File: src/rtl/kbc_cmd_pkg.sv
package kbc_cmd_pkg;
  localparam int BYTE_W = 8;
  localparam int NIB_W  = 4;
  typedef logic [BYTE_W-1:0] byte_t;

  // mode byte bit positions
  localparam int KBD_OFF_BIT = 4;
  localparam int AUX_OFF_BIT = 5;
  // output port bit positions
  localparam int RUN_BIT = 0;
  localparam int A20_BIT = 1;
  // status bit positions
  localparam int STAT_SELF_BIT = 2;
  localparam int STAT_CMD_BIT  = 3;
  localparam int STAT_OPEN_BIT = 4;

  // command codes
  localparam byte_t OP_MODE_RD   = 8'h20;
  localparam byte_t OP_MODE_WR   = 8'h60;
  localparam byte_t OP_AUX_OFF   = 8'hA7;
  localparam byte_t OP_AUX_ON    = 8'hA8;
  localparam byte_t OP_AUX_TEST  = 8'hA9;
  localparam byte_t OP_SELF_TEST = 8'hAA;
  localparam byte_t OP_KBD_TEST  = 8'hAB;
  localparam byte_t OP_KBD_OFF   = 8'hAD;
  localparam byte_t OP_KBD_ON    = 8'hAE;
  localparam byte_t OP_IN_RD     = 8'hC0;
  localparam byte_t OP_PORT_RD   = 8'hD0;
  localparam byte_t OP_PORT_WR   = 8'hD1;
  localparam byte_t OP_ECHO_KBD  = 8'hD2;
  localparam byte_t OP_ECHO_AUX  = 8'hD3;
  localparam byte_t OP_TO_AUX    = 8'hD4;
  localparam byte_t OP_GATE_OFF  = 8'hDD;
  localparam byte_t OP_GATE_ON   = 8'hDF;
  localparam byte_t OP_CPU_RST   = 8'hFE;
  localparam byte_t OP_NOP       = 8'hFF;
  localparam byte_t TGT_NONE     = 8'h00;

  localparam logic [NIB_W-1:0] PULSE_NIB = 4'hF;

  typedef enum logic [1:0] {SRC_MODE, SRC_PORT, SRC_CONST, SRC_HOST} reply_src_e;

  typedef struct packed {
    logic       cmdMark;
    logic       dataMark;
    logic       modeLoad;
    byte_t      modeSet;
    byte_t      modeClr;
    logic       portLoad;
    logic       a20On;
    logic       a20Off;
    logic       selfTest;
    logic       armTarget;
    logic       dropTarget;
    logic       replyEn;
    logic       replyAux;
    reply_src_e replySrc;
    byte_t      replyConst;
    logic       kbdFwd;
    logic       mouseFwd;
    logic       resetPulse;
    logic       errPulse;
  } strobe_t;
endpackage

File: src/rtl/kbc_cmd_ctrl.sv
module kbc_cmd_ctrl
  import kbc_cmd_pkg::*;
(
  input  logic    hostWr,
  input  logic    hostSel,
  input  byte_t   hostData,
  input  byte_t   armedOp,
  output strobe_t st
);
  byte_t op;

  // the 0xF0..0xFF group collapses onto two codes
  always_comb begin
    op = hostData;
    if (hostData[BYTE_W-1 -: NIB_W] == PULSE_NIB)
      op = hostData[RUN_BIT] ? OP_NOP : OP_CPU_RST;
  end

  always_comb begin
    st = '0;
    if (hostWr && hostSel) begin
      st.cmdMark = 1'b1;
      unique case (op)
        OP_MODE_RD: begin
          st.replyEn  = 1'b1;
          st.replySrc = SRC_MODE;
        end
        OP_MODE_WR, OP_PORT_WR, OP_ECHO_KBD, OP_ECHO_AUX, OP_TO_AUX:
          st.armTarget = 1'b1;
        OP_AUX_OFF: st.modeSet[AUX_OFF_BIT] = 1'b1;
        OP_AUX_ON:  st.modeClr[AUX_OFF_BIT] = 1'b1;
        OP_KBD_OFF: st.modeSet[KBD_OFF_BIT] = 1'b1;
        OP_KBD_ON:  st.modeClr[KBD_OFF_BIT] = 1'b1;
        OP_AUX_TEST, OP_KBD_TEST: begin
          st.replyEn    = 1'b1;
          st.replySrc   = SRC_CONST;
          st.replyConst = 8'h00;
        end
        OP_SELF_TEST: begin
          st.selfTest   = 1'b1;
          st.replyEn    = 1'b1;
          st.replySrc   = SRC_CONST;
          st.replyConst = 8'h55;
        end
        OP_IN_RD: begin
          st.replyEn    = 1'b1;
          st.replySrc   = SRC_CONST;
          st.replyConst = 8'h80;
        end
        OP_PORT_RD: begin
          st.replyEn  = 1'b1;
          st.replySrc = SRC_PORT;
        end
        OP_GATE_OFF: st.a20Off     = 1'b1;
        OP_GATE_ON:  st.a20On      = 1'b1;
        OP_CPU_RST:  st.resetPulse = 1'b1;
        OP_NOP:      ;
        default:     st.errPulse   = 1'b1;
      endcase
    end else if (hostWr) begin
      st.dataMark   = 1'b1;
      st.dropTarget = 1'b1;
      case (armedOp)
        TGT_NONE: begin
          st.kbdFwd               = 1'b1;
          st.modeClr[KBD_OFF_BIT] = 1'b1;
        end
        OP_MODE_WR: st.modeLoad = 1'b1;
        OP_PORT_WR: begin
          st.portLoad   = 1'b1;
          st.resetPulse = ~hostData[RUN_BIT];
        end
        OP_ECHO_KBD: begin
          st.replyEn  = 1'b1;
          st.replySrc = SRC_HOST;
        end
        OP_ECHO_AUX: begin
          st.replyEn  = 1'b1;
          st.replyAux = 1'b1;
          st.replySrc = SRC_HOST;
        end
        OP_TO_AUX: begin
          st.mouseFwd             = 1'b1;
          st.modeClr[AUX_OFF_BIT] = 1'b1;
        end
        default: ;
      endcase
    end
  end
endmodule

File: src/rtl/kbc_cmd_dp.sv
module kbc_cmd_dp
  import kbc_cmd_pkg::*;
#(
  parameter byte_t MODE_INIT = 8'h03,
  parameter byte_t PORT_INIT = 8'hCF
) (
  input  logic    clk,
  input  logic    rstN,
  input  strobe_t st,
  input  byte_t   hostData,
  output byte_t   armedOp,
  output byte_t   statusByte,
  output logic    replyValid,
  output logic    replyAux,
  output byte_t   replyData,
  output logic    kbdTxValid,
  output logic    mouseTxValid,
  output byte_t   devTxData,
  output byte_t   outPort,
  output logic    a20Gate,
  output logic    sysResetReq,
  output logic    cmdError
);
  byte_t modeQ, portQ, targetQ, replyNext;
  logic  selfQ, cmdFlagQ;

  always_comb begin
    unique case (st.replySrc)
      SRC_MODE:  replyNext = modeQ;
      SRC_PORT:  replyNext = portQ;
      SRC_CONST: replyNext = st.replyConst;
      default:   replyNext = hostData;
    endcase
  end

  always_ff @(posedge clk) begin
    if (!rstN) begin
      modeQ        <= MODE_INIT;
      portQ        <= PORT_INIT;
      targetQ      <= TGT_NONE;
      selfQ        <= 1'b0;
      cmdFlagQ     <= 1'b1;
      replyValid   <= 1'b0;
      replyAux     <= 1'b0;
      replyData    <= '0;
      kbdTxValid   <= 1'b0;
      mouseTxValid <= 1'b0;
      devTxData    <= '0;
      sysResetReq  <= 1'b0;
      cmdError     <= 1'b0;
    end else begin
      if (st.modeLoad) modeQ <= hostData;
      else             modeQ <= (modeQ | st.modeSet) & ~st.modeClr;

      if (st.portLoad)    portQ          <= hostData;
      else if (st.a20On)  portQ[A20_BIT] <= 1'b1;
      else if (st.a20Off) portQ[A20_BIT] <= 1'b0;

      if (st.armTarget)       targetQ <= hostData;
      else if (st.dropTarget) targetQ <= TGT_NONE;

      if (st.selfTest) selfQ <= 1'b1;
      if (st.cmdMark)       cmdFlagQ <= 1'b1;
      else if (st.dataMark) cmdFlagQ <= 1'b0;

      replyValid <= st.replyEn;
      if (st.replyEn) begin
        replyData <= replyNext;
        replyAux  <= st.replyAux;
      end
      kbdTxValid   <= st.kbdFwd;
      mouseTxValid <= st.mouseFwd;
      if (st.kbdFwd || st.mouseFwd) devTxData <= hostData;
      sysResetReq <= st.resetPulse;
      cmdError    <= st.errPulse;
    end
  end

  always_comb begin
    statusByte                = '0;
    statusByte[STAT_SELF_BIT] = selfQ;
    statusByte[STAT_CMD_BIT]  = cmdFlagQ;
    statusByte[STAT_OPEN_BIT] = 1'b1;
  end

  assign armedOp = targetQ;
  assign outPort = portQ;
  assign a20Gate = portQ[A20_BIT];
endmodule

File: src/rtl/kbc_cmd_engine.sv
module kbc_cmd_engine
  import kbc_cmd_pkg::*;
#(
  parameter byte_t MODE_INIT = 8'h03,
  parameter byte_t PORT_INIT = 8'hCF
) (
  input  logic              clk,
  input  logic              rstN,
  input  logic              hostWr,
  input  logic              hostSel,
  input  logic [BYTE_W-1:0] hostData,
  output logic [BYTE_W-1:0] statusByte,
  output logic              replyValid,
  output logic              replyAux,
  output logic [BYTE_W-1:0] replyData,
  output logic              kbdTxValid,
  output logic              mouseTxValid,
  output logic [BYTE_W-1:0] devTxData,
  output logic [BYTE_W-1:0] outPort,
  output logic              a20Gate,
  output logic              sysResetReq,
  output logic              cmdError
);
  strobe_t st;
  byte_t   armedOp;

  kbc_cmd_ctrl u_ctrl (
    .hostWr  (hostWr),
    .hostSel (hostSel),
    .hostData(hostData),
    .armedOp (armedOp),
    .st      (st)
  );

  kbc_cmd_dp #(.MODE_INIT(MODE_INIT), .PORT_INIT(PORT_INIT)) u_dp (
    .clk         (clk),
    .rstN        (rstN),
    .st          (st),
    .hostData    (hostData),
    .armedOp     (armedOp),
    .statusByte  (statusByte),
    .replyValid  (replyValid),
    .replyAux    (replyAux),
    .replyData   (replyData),
    .kbdTxValid  (kbdTxValid),
    .mouseTxValid(mouseTxValid),
    .devTxData   (devTxData),
    .outPort     (outPort),
    .a20Gate     (a20Gate),
    .sysResetReq (sysResetReq),
    .cmdError    (cmdError)
  );
endmodule

File: config.mk
export PLATFORM = sky130hd
export DESIGN_NAME = kbc_cmd_engine
export DESIGN_NICKNAME = d
export VERILOG_FILES = /design/src/rtl/kbc_cmd_pkg.sv /design/src/rtl/kbc_cmd_ctrl.sv /design/src/rtl/kbc_cmd_dp.sv /design/src/rtl/kbc_cmd_engine.sv
export SDC_FILE = /design/constraint.sdc
export NUM_CORES = 1
export LEC_CHECK = 0
export BUFFER_PORTS_ARGS = -buffer_cell sky130_fd_sc_hd__buf_4
export CORE_MARGIN = 2
export CORE_UTILIZATION = 49
export DETAILED_ROUTE_END_ITERATION = 16
export PLACE_DENSITY = 0.75
export SYNTH_ARGS = -nofsm -noshare
export SYNTH_HDL_FRONTEND = slang
export SYNTH_SLANG_ARGS = --single-unit
export TNS_END_PERCENT = 100
File: constraint.sdc
create_clock -name clk -period 1.9 [get_ports clk]
set_clock_uncertainty 0.05 [all_clocks]
set_input_delay 0.095 -clock clk [delete_from_list [all_inputs] [get_ports clk]]
set_output_delay 0.095 -clock clk [all_outputs]
set_load 0.005 [all_outputs]
# Yosys cells after proc, flatten, opt, wreduce, memory -nomap -nowiden
# Cells that the tools add are included.
dict set report word_totals {
  ff_bits 48
  elab_cells 107
}
dict set report classes {
  bitwise 5
  eq_ne 27
  muxes 48
  n_reduce_logical 13
}
# cell n
set ops {}
lappend ops {{$eq 8x8->1 const B} 21}
lappend ops {{$mux 8} 5}
lappend ops {{$mux 1} 29}
lappend ops {{$pmux 8 s3} 1}
lappend ops {{$reduce_or 19->1} 1}
lappend ops {{$eq 8x7->1 const B} 2}
lappend ops {{$mux 2} 8}
lappend ops {{$pmux 8 s2} 1}
lappend ops {{$and 8x8->8} 1}
lappend ops {{$eq 8x6->1 const B} 1}
lappend ops {{$logic_not 8->1} 1}
lappend ops {{$not 6->8} 1}
lappend ops {{$or 8x6->8} 1}
lappend ops {{$reduce_or 6->1} 1}
lappend ops {{$mux 5} 1}
lappend ops {{$reduce_or 5->1} 1}
lappend ops {{$eq 4x4->1 const B} 1}
lappend ops {{$mux 4} 1}
lappend ops {{$pmux 2 s2} 1}
lappend ops {{$reduce_or 2->1} 2}
lappend ops {{$reduce_or 4->1} 1}
lappend ops {{$mux 3} 1}
lappend ops {{$reduce_bool 3->1} 1}
lappend ops {{$eq 2x1->1 const B} 1}
lappend ops {{other kinds (7)} 8}

# Depth between registers and ports, before layout
dict set report logic_depth {
  ltp_word 9
  mapped_depth 7
  depth_no_buf 5
}

# Hierarchy
# Synthesis repeated with hierarchy kept, for this count alone.
dict set report hier_totals {
  hier_cells 312
  hier_area_um2 2737.6
}
# module n_inst cells_per_inst area_each_um2 seq_area_each_um2
set modules_own_cells {}
lappend modules_own_cells {kbc_cmd_dp 1 215 2119.5 960.9}
lappend modules_own_cells {kbc_cmd_ctrl 1 97 618.1 0.0}

# Worst setup path after synthesis
# OpenSTA, ideal clock, no wires.
dict set report synth_timing {
  path_kind {reg-to-reg}
  start {reg u_dp.targetQ[4] (netlist: u_dp.armedOp[4])}
  end {reg u_dp.devTxData[2]}
  slack_ns 0.086
  stages_incl_launch_ff 6
  required_ns 1.734
  t_arrival_ns 1.648
  setup_ns 0.116
  path_cell_list {dfxtp_1 or3_1 or2_4 a211oi_4 mux2i_1 nor2b_1}
}
dict set report synth_via {
  elab_chain_len 5
}
# item line_no
set synth_rtl {}
lappend synth_rtl {{from (decl)} kbc_cmd_dp.sv:24} ;# byte_t modeQ, portQ, targetQ, replyNext;
lappend synth_rtl {{from (signal assigned)} kbc_cmd_dp.sv:59} ;# if (st.armTarget) targetQ <= hostData;
lappend synth_rtl {{$eq 8x8->1 or $logic_not 8->1 (tied branches)} kbc_cmd_ctrl.sv:63} ;# case (armedOp)
lappend synth_rtl {{$mux 1} kbc_cmd_ctrl.sv:63}
lappend synth_rtl {{$mux 3 (*)} kbc_cmd_ctrl.sv:60} ;# end else if (hostWr) begin
lappend synth_rtl {{$mux 2 (*)} kbc_cmd_ctrl.sv:21} ;# if (hostWr && hostSel) begin
lappend synth_rtl {{$logic_or 1x1->1 (*)} kbc_cmd_dp.sv:73} ;# if (st.kbdFwd || st.mouseFwd) devTxData <= hostData;
lappend synth_rtl {{to (signal assigned)} kbc_cmd_dp.sv:73}
lappend synth_rtl {{to (decl)} kbc_cmd_dp.sv:18} ;# output byte_t devTxData,
# Mark *: on every way between the ends. The rest lies on a longest branch, timed or not.
# A chain may end at the register's enable or synchronous reset.

# Worst setup path after layout
dict set report layout_timing {
  start {reg u_dp.targetQ[4] (netlist: u_dp.armedOp[4])}
  end {reg u_dp.devTxData[4]}
}
# Same word-level chain as after synthesis.

==> results.yml <==
placement:
  globalplace.congestion: 0.891
  pre_cts_slack_ps: 18.4
  post-dp-hpwl_um: 4580
  port-buffer-count: 44
worst_setup_path:
  crit_chain: "or3_4, or2_4, a211oi_4, buf_12, mux2i_2, nor2b_1"
  kind_of_critical_path: "reg2reg"
  worstSetupEndpointType: "flop"
  critical-path-max-stage-delay_ps: 390
  crit_arrival_ps: 2020
  critPathRequiredTime_ps: 2040
  cpLargestDelayFamily: "simple AND/OR/NAND/NOR gates"
  critPathMaxFanout: 8
  worstPathBufferInverterCount: 1
  reg2reg_to: "u_dp.devTxData[4]$_SDFFE_PN0P_"
  regToRegSetupSlack_ps: 20
  worst-r2r-cell-count: 6
  timing.critical_path.slowest_stage_cell: "or3_4"
  worstReg2RegStart: "u_dp.armedOp[4]$_SDFFE_PN0P_"
  crit_path_start_kind: "flop"
yosys:
  synth.top_cells.by_count: "48 x dfxtp_1, 28 x nand2_1, 22 x mux2i_1"
  netlist_instances: 279
  post-synth-top-area-cell: "dfxtp_1"
  synth-edff-count: 0
  syn_area_sq_um: 2470
  synth.top_cells.by_area: "dfxtp_1 39%, mux2i_1 8.9%, nor2b_1 4.6%, nand2_1 4.3%, a31oi_1 2.8%"
  count_of_yosys_warnings_during_synthesis: 0
  yosys_most_used_dff: "dfxtp_1"
  fraction_of_the_yosys_area_taken_by_sequential_cells_pct: 39.0
  ys_seq_elements: 48
  synth.lib_cells_used.distinct: 49
  netlist.area_leader.share_pct: 39.0
  async_flop_share_pct: 0
  yosys.cell_count.top_type: "dfxtp_1"
  mean_area_per_synthesized_cell_sq_um: 8.84
route:
  detailroute.wirelength.met3_um: 468
  route.top_layer_used: "met4"
  m1WireLength_um: 3020
  viasPerCell: 5.79
  routed_wirelength_um: 6490
  met2RoutedLength_um: 2890
  first_drt_pass_iteration_count: 4
  drtIter0Drc: 231
  vias: 2276
  antenna_violating_nets_post_route: 0
  post_drt_wl_per_cell_um: 16.5
  route.detailed.drc: 0
sta:
  report.final.slew_viol_count: 0
  min_period_ps: 1880
  setup_viol_count_final: 0
  post_route_setup_tns_ps: 0
  min_period_over_period_pct: 99.2
  max-slew-margin-rel_pct: 66.1
  hold_viol_final: 0
  max_clock_freq_ghz: 0.531
  grt_setup_unrepaired: "yes"
  setup_slack_ps: 15.1
  worstMarginPinSlew_ps: 505
clocking:
  clock_tree.root_cell: "clkbuf_8"
  clock_sinks: 48
  clk_pin_slew_worst_paths_ps: 90
  latest_clock_arrival_within_the_worst_skew_pair_ps: 300
  cts_max_path_bufs: 2
  h_tree_depth: 2
  cts_hold_buf: 0
  cts_tree: "built"
  numCtsBuffers: 5
worst_hold_path:
  hold_path_class: "in2reg"
  worst_hold_path.num_cells: 3
  min_to: "u_dp.outPort[7]$_SDFFE_PN1P_"
  worstHoldStart: "hostData[7]"
global_route:
  grt_remaining_overflow: 0
  grt_use_total_pct: 25.1
  grt_pass1_vias: 2155
  grt_pass1_wl_um: 10700
  grt_antenna_before_repair: 0
  grt_start_max_net_pins: 31
power:
  worst_ir_drop_vdd_mv: 0.417
  power_density_nw_per_um2: 642
  p_leak_nw: 1.27
die:
  floorplan.die.height_um: 74.9
  dieArea_sq_um: 5620
  floorplan.io_pins: 51
  die_width_um: 74.9
  count_of_standard_cell_rows: 25
  core_area_sq_um: 4790
  floorplan.initialDensity_pct: 51.5
final_layout:
  nNetsFinal: 337
  drive_gt1_share_pct: 25.8
  synth_to_layout_area_growth_pct: 22.8
  insertedDiodeCount: 0
job:
  cap_viol_max_count: 0
status:
  status: "complete, no violations"
## per-layer routing
metal | track usage (%) | up-vias
li1 | - | 1091
met1 | 36.3 | 1072
met2 | 37.1 | 102
met3 | 5.22 | 11
met4 | 8.93 | 0
met5 | 0 | -
## cells by family (layout without fill, tap and decap cells)
| logic type | Yosys count | count (layout) | synth area share (%) |
|---|---|---|---|
| AOI/OAI and AO/OA | 55 | 55 | 17.4 |
| muxes | 22 | 22 | 8.93 |
| DFF | 48 | 48 | 39.0 |
| buffers and inverters | 39 | 82 | 8.12 |
| other | 2 | 6 | 0.305 |
| and+or+nand+nor | 113 | 113 | 26.3 |
## stage by stage
| stage | area [sq um] | std cells | hold slack, ps | util (%) | power [W] |
|---|---|---|---|---|---|
| after CTS | 3010 | 392 | 28.7 | 62.9 | 0.00196 |
| after detailed placement | 2900 | 384 | 341 | 60.6 | 0.00124 |
| after global routing | 3030 | 393 | 53.0 | 63.3 | 0.00202 |
| after floorplan | 2480 | 283 | 241 | - | 0.00116 |
| after global placement | 2900 | 384 | 333 | 60.6 | 0.00124 |
| final | 3030 | 393 | 32.3 | 63.3 | 0.00194 |
## placed cells by master, fill, tap and decap left out, types with 2 or more instances in the layout
| cell | n |
|---|---|
| and3b_1 | 2 |
| nand2b_1 | 4 |
| nor3_1 | 7 |
| or2_4 | 2 |
| a21oi_1 | 3 |
| nand2_1 | 28 |
| mux2i_1 | 21 |
| dfxtp_1 | 46 |
| nand3b_1 | 6 |
| nand3_1 | 4 |
| clkbuf_8 | 5 |
| buf_4 | 65 |
| a21boi_0 | 8 |
| and2_1 | 6 |
| and4_1 | 3 |
| or3_1 | 2 |
| a41oi_1 | 2 |
| a22oi_1 | 3 |
| o211ai_1 | 6 |
| nor2b_1 | 18 |
| conb_1 | 6 |
| a31oi_1 | 11 |
| o21ai_0 | 2 |
| nor2_1 | 10 |
| inv_1 | 8 |
| o41ai_1 | 5 |
| dfxtp_2 | 2 |
| nand4_1 | 10 |
| o32ai_1 | 5 |
## worst min-delay path: cells and delay by family
kind	cells	cell delay, ps
muxes	1	70
and+or+nand+nor	1	60
buffers and inverters	1	130
## sequential cells by signal, indices dropped and copies added (netlist names), 8 cells and up
signal and cells:
u_dp.modeQ 8, u_dp.armedOp 8, u_dp.devTxData 8, u_dp.outPort 8, u_dp.replyData 8
## worst max path at each step
stage / startpoint / to / slack, ps / cells after the start
5_1_grt: u_dp.armedOp[4]$_SDFFE_PN0P_ / u_dp.devTxData[4]$_SDFFE_PN0P_ / -20 / 6
4_1_cts: u_dp.armedOp[4]$_SDFFE_PN0P_ / u_dp.devTxData[4]$_SDFFE_PN0P_ / 10 / 6
3_3_place_gp: hostData[5] / u_dp.replyData[2]$_SDFFE_PN0P_ / 70 / 6
3_5_place_dp: u_dp.armedOp[4]$_SDFFE_PN0P_ / u_dp.devTxData[4]$_SDFFE_PN0P_ / 20 / 6
6_report: u_dp.armedOp[4]$_SDFFE_PN0P_ / u_dp.devTxData[4]$_SDFFE_PN0P_ / 20 / 6
2_1_floorplan: u_dp.armedOp[4]$_SDFFE_PN0P_ / u_dp.devTxData[2]$_SDFFE_PN0P_ / 90 / 5
## layout make-up
type | count | area [sq um]
sequential | 48 | 963
clock inverter | 2 | 35.0
clock buffer | 6 | 72.6
inverter | 8 | 30.0
fill | 422 | 1760
multi-input combinational | 196 | 1340
timing repair buffer | 66 | 508
tap | 67 | 83.8
## power by group
part | internal, W | switching, W | total (W)
registers | 0.00102 | 0.00000624 | 0.00102
logic | 0.0000870 | 0.000110 | 0.000197
clock network | 0.000391 | 0.000332 | 0.000722
total | 0.00150 | 0.000448 | 0.00194
## repair_timing
action	in CTS	in global routing
setup buffers	0	1
gates resized for setup	0	4
endpoints found under the setup margin	0	5
Power figures use the tool's default switching activity.
